`config.mk`:
```
export PLATFORM = sky130hd
export DESIGN_NAME = burst_addr_gen
export DESIGN_NICKNAME = d
export VERILOG_FILES = /design/src/rtl/burst_pkg.sv /design/src/rtl/burst_start_reg.sv /design/src/rtl/burst_beat_ctr.sv /design/src/rtl/burst_order_map.sv /design/src/rtl/burst_addr_gen.sv
export SDC_FILE = /design/constraint.sdc
export NUM_CORES = 1
export LEC_CHECK = 0
export ABC_AREA = 0
export BUFFER_PORTS_ARGS = -buffer_cell sky130_fd_sc_hd__clkbuf_2
export CELL_PAD_IN_SITES_DETAIL_PLACEMENT = 0
export CELL_PAD_IN_SITES_GLOBAL_PLACEMENT = 2
export CORE_MARGIN = 1.5
export CORE_UTILIZATION = 25
export CTS_CLUSTER_SIZE = 25
export DETAILED_ROUTE_END_ITERATION = 10
export HOLD_SLACK_MARGIN = 0.03
export PLACE_DENSITY_LB_ADDON = 0.08
export SKIP_LAST_GASP = 1
export SYNTH_ARGS = -nofsm -noshare
export SYNTH_HDL_FRONTEND = slang
export SYNTH_SLANG_ARGS = --single-unit
export TNS_END_PERCENT = 30
```
`constraint.sdc`:
```
create_clock -name clk -period 0.9 [get_ports clk]
set_input_delay 0.09 -clock clk [delete_from_list [all_inputs] [get_ports clk]]
set_output_delay 0.09 -clock clk [all_outputs]
set_load 0.05 [all_outputs]
```
`src/rtl/burst_pkg.sv`:
```
package burst_pkg;
  localparam int BEAT_W = 2;
  typedef logic [BEAT_W-1:0] beat_t;

  // Low address bits for a given start offset and beat count.
  function automatic beat_t order_low(input beat_t start_lo, input beat_t cnt, input logic lin);
    beat_t sum;
    sum = start_lo + cnt;
    return lin ? sum : (start_lo ^ cnt);
  endfunction
endpackage

```
`src/rtl/burst_start_reg.sv`:
```
module burst_start_reg #(
  parameter int AW = 20
) (
  input  logic          clk,
  input  logic          rst,
  input  logic          load,
  input  logic [AW-1:0] d,
  output logic [AW-1:0] q
);
  always_ff @(posedge clk) begin
    if (rst)       q <= '0;
    else if (load) q <= d;
  end
endmodule

```
`src/rtl/burst_beat_ctr.sv`:
```
module burst_beat_ctr
  import burst_pkg::*;
(
  input  logic  clk,
  input  logic  rst,
  input  logic  restart,
  input  logic  step,
  output beat_t cnt
);
  always_ff @(posedge clk) begin
    if (rst || restart) cnt <= '0;
    else if (step)      cnt <= cnt + beat_t'(1);
  end
endmodule

```
`src/rtl/burst_order_map.sv`:
```
module burst_order_map
  import burst_pkg::*;
#(
  parameter int AW = 20
) (
  input  logic [AW-1:0] base,
  input  beat_t         cnt,
  input  logic          lin,
  output logic [AW-1:0] addr
);
  always_comb begin
    addr = base;
    addr[BEAT_W-1:0] = order_low(base[BEAT_W-1:0], cnt, lin);
  end
endmodule

```
`src/rtl/burst_addr_gen.sv`:
```
module burst_addr_gen
  import burst_pkg::*;
#(
  parameter int AW = 20
) (
  input  logic          clk,
  input  logic          rst,
  input  logic          ads_proc_n,
  input  logic          ads_ctrl_n,
  input  logic          adv_n,
  input  logic          linear_mode,
  input  logic [AW-1:0] addr_in,
  output logic [AW-1:0] addr_out,
  output logic [1:0]    beat
);
  logic          strobe;
  logic [AW-1:0] base_q;
  beat_t         cnt_q;

  assign strobe = ~ads_proc_n | ~ads_ctrl_n;

  burst_start_reg #(.AW(AW)) u_start (
    .clk(clk), .rst(rst), .load(strobe), .d(addr_in), .q(base_q)
  );

  burst_beat_ctr u_ctr (
    .clk(clk), .rst(rst), .restart(strobe), .step(~adv_n), .cnt(cnt_q)
  );

  burst_order_map #(.AW(AW)) u_map (
    .base(base_q), .cnt(cnt_q), .lin(linear_mode), .addr(addr_out)
  );

  assign beat = cnt_q;
endmodule

```
# After elaboration in Yosys (flattened, before gate mapping)

Index checks and enable logic that the tools add are counted.
Widths: inputs -> output; s select.

Reduce and logical (&&, ||, !) cells: 1
Equality and inequality tests: 0
Add/sub/neg operators: 2
Multipliers: 0
Bitwise logic cells: 4
Multiplexer cells: 1
Divide/modulo/power cells: 0
Shift operators: 0
Order comparisons: 0

Operators by type and width:

| cell                | number |
|---|---|
| $add 2x1->2 const B | 1 |
| $add 2x2->2         | 1 |
| $mux 2              | 1 |
| $not 1->1           | 2 |
| $xor 2x2->2         | 1 |
| $logic_or 1x1->1    | 1 |
| $or 1x1->1          | 1 |

Logic and storage cells: 10
Input port bits: 26
Output and inout bits: 22
Latch bits: 0
Bits in read-only memories: 0
Memories kept: 0
RAM bits: 0
Register bits after elaboration: 22

# Logic depth before layout (Yosys ltp)

Depth after elaboration: 3
Gate-level depth with buffers: 4

# Modules after synthesis

A second synthesis with hierarchy kept.

Cell total of the unflattened synthesis: 95
Area total of the unflattened synthesis: 965.9 µm²

By module, submodules not included:

| module          | instances | area each (µm²) | cells an instance |
|---|---|---|---|
| burst_start_reg | 1         | 705.7           | 64 |
| burst_order_map | 1         | 168.9           | 22 |
| burst_beat_ctr  | 1         | 83.8            | 7 |
| burst_addr_gen  | 1         | 7.5             | 2 |

# Least setup slack after synthesis

OpenSTA, ideal clock, no wires.

Path kind: register to output
Start: reg u_ctr.cnt[0]
End: out addr_out[1]
Required time: 0.810 ns
Path slack: -0.935 ns
Cell stages (with the launch flop): 4
Path buffers: 0
Arrival time: 1.745 ns
Cells stage by stage: dfxtp_1 > ha_1 > nand2_1 > xnor2_1

Longest elaborated chain between the ends: 2

RTL lines:

| what                   | RTL line             | RTL |
|---|---|---|
| start, declared        | burst_beat_ctr.sv:8  | `output beat_t cnt` |
| start signal, assigned | burst_beat_ctr.sv:12 | `else if (step) cnt <= cnt + beat_t'(1);` |
| $add 2x2->2            | burst_pkg.sv:8       | `sum = start_lo + cnt;` |
| $mux 2                 | burst_pkg.sv:9       | `return lin ? sum : (start_lo ^ cnt);` |
| end, declared          | burst_addr_gen.sv:13 | `output logic [AW-1:0] addr_out,` |

No other way between the ends.

# Worst setup path in the final report

Same ends and word-level chain as after synthesis.

==> flow_summary.toml <==
[sta]
rsz0062_at_grt = "yes"
setup_viol = 21
skew_ns = 0.00463
fin_ws_ns = -0.343
fmax_mhz = 805
slew_violations = 0
fin_crit_sh_pct = 138
period_minus_slack_ns = 1.24
hold_violations = 0
maxSlewHeadroom_pct = 81.4
fin_tns_setup_ns = -1.86
worstMarginPinSlew_ns = 0.281

[synthesis]
synth_edf_count = 0
synthesis.area_um2 = 1030
synth_ff_type = "dfxtp_1"
netlist_top_cells_area = "dfxtp_1 43%, a21oi_2 17%, nand2_1 15%"
yosys.cell_count.top_type = "nand2_1"
ys_types = 15
synth_cells = 117
yosys_warnings = 0
synth-seq-cells = 22
synthArstFlopShare_pct = 0
yosysTopAreaCell = "dfxtp_1"
synthTopCellsByCount = "40 x nand2_1, 22 x dfxtp_1, 20 x a21oi_2"
yosysSeqAreaShare_pct = 42.8
syn-mean-instance-area_um2 = 8.80
synth_top_area_share_pct = 42.8
syn_nets = 144

[clocking]
cts_max_path_buffers = 2
cts.sinks = 22
clk_pin_slew_ns = 0.08
cts-root-buf = "clkbuf_8"
ctsHoldBuffers = 0
htree_levels = 1
cts_tree = "yes"
insertion_delay_ns = 0.26
cts_buffers = 3

[routing]
antenna_left = 0
routedWlPerCell_um = 11.7
firstDrtPassIters = 2
drc = 0
drt_iter0_drc = 25
drt-total-wl_um = 2360
viasPerCell = 4.07
vias = 818

[critical_path]
crit_chain = "ha_4, nand2_4, xnor2_4, buf_8"
crit_family = "flip-flops"
start_kind = "register"
critical_path_class = "register to output port"
critPathMaxFanout = 2
max_stage_delay_ns = 0.37
crit_arrival_ns = 1.15
end_kind = "output port"
worstPathRequired_ns = 0.81
crit_buf_inv = 1
slowest_stage = "dfxtp_4"

[placement]
place_congestion = 0.668
place_hpwl_um = 1630
pre_cts_slack_ns = -0.251
place_inst = 196
numPortBuffers = 47

[floorplanning]
die_w_um = 67.2
pin_count = 48
dieArea_um2 = 4510
start_util_pct = 25.9
core_area_um2 = 3970
die_h_um = 67.2
rows = 23

[power]
ir_drop_uv = 450
leakagePower_nw = 0.643
power_density_nw_per_um2 = 1530
total_power_mw = 2.23

[global_route]
grt_pass1_vias = 806
track_usage_pct = 11.0
grt_max_degree = 21
grt_pass1_wl_um = 3670
antenna_found_initial = 0
overflow = 0

[cells_and_area]
n_fill_cell = 438
antenna_cells = 0
area_delta_synth_final_pct = 40.9
regArea_um2 = 454
finalNonFillerCells = 201
multi_input_area_um2 = 488
drive_gt1_share_pct = 61.6
final_nets = 180
final_util_pct = 36.5

[job]
maxCapViolCount = 0

[status]
violations = "negative setup slack"
status = "finished, violations left"

[worst_hold_path]
hold_path.class = "input port to register"
[layer usage]
| layer | global-route usage (%) | vias up | wire length (um) |
|---|---|---|---|
| met5 | 0 | - | 0 |
| met4 | 4.59 | 0 | 20 |
| met3 | 2.83 | 2 | 158 |
| met2 | 18.8 | 25 | 1090 |
| met1 | 13.0 | 369 | 1080 |
| li1 | - | 422 | - |
[cells by family (layout without fill, tap and decap cells)]
group | Yosys count | after routing | synth area share (%)
adder cells (fa/ha/maj) | 1 | 1 | 1.21
AO/OA/AOI/OAI | 20 | 20 | 17.0
XOR/XNOR | 3 | 3 | 2.55
buffers and inverters | 24 | 58 | 17.3
flip-flops | 22 | 22 | 42.8
AND/OR/NAND/NOR | 47 | 47 | 19.2
[cell type report]
cell class | count | share of cell area, %
multi-input combinational | 71 | 33.6
timing repair buffer | 55 | 27.9
clock buffer | 3 | 2.84
tap | 50 | 4.31
sequential | 22 | 31.3
[tightest hold or removal path: cells and delay by family]
kind / cells / cell delay [ns]
compound gates: 1 / 0.05
simple gates: 1 / 0.06
buf+inv: 1 / 0.08
[timing repair]
action | in CTS | in global routing
setup buffers | 2 | 2
gates resized for setup | 23 | 8
hold endpoints to repair | 0 | 0
endpoints found under the setup margin | 24 | 23
pin swaps | 2 | 2
[state kept, by name, summed over array words and instances (netlist names)]
signal and count:
u_ctr.cnt 2, u_start.q 20
[cell usage in the layout (no fill, tap or decap)]
master     synthesis  layout
dfxtp_4            0       3
nand2_4            0       1
xnor2_4            0       1
clkbuf_8           0       6
nor3_1             1       1
buf_6              2       3
dfxtp_2            0       2
nand2_2            2       2
buf_12             0       1
clkbuf_2           0      40
and2_4             1       1
nand2_1           40      39
clkbuf_16          0       2
xor2_4             0       1
xnor2_2            0       1
dfxtp_1           22      17
buf_4             18       4
nor2b_1            1       1
a21oi_2           20      20
nor2b_4            0       1
nor4_2             0       1
ha_4               0       1
buf_8              0       2
[worst paths after layout]
kind	startpoint	end	slack [ns]	cells past startpoint
worst max-delay path	u_ctr.cnt[0]	addr_out[1]	-0.34	4
worst min-delay path	addr_in[1]	u_start.q[1]	0.05	3
worst max register to register	u_ctr.cnt[0]	u_ctr.cnt[1]	-0.23	5
worst min register to register	u_start.q[5]	u_start.q[5]	0.46	2
[report_power, final]
part           leakage, nW  internal, mW  total (mW)  switching (mW)
Clock               0.0216         0.298       0.600           0.302
Combinational        0.436         0.205       0.570           0.365
Sequential           0.185          1.03        1.06          0.0331
Total                0.643          1.53        2.23           0.700
[per-stage QoR]
| step | hold slack, ns | cell area [um2] |
|---|---|---|
| 6_report | 0.0517 | 1450 |
| 3_5_place_dp | 0.319 | 1260 |
| 5_1_grt | 0.0509 | 1450 |
| 2_1_floorplan | 0.158 | 1080 |
| 3_3_place_gp | 0.324 | 1260 |
| 4_1_cts | 0.0343 | 1430 |
No activity file was read; power rests on OpenSTA's default activity.
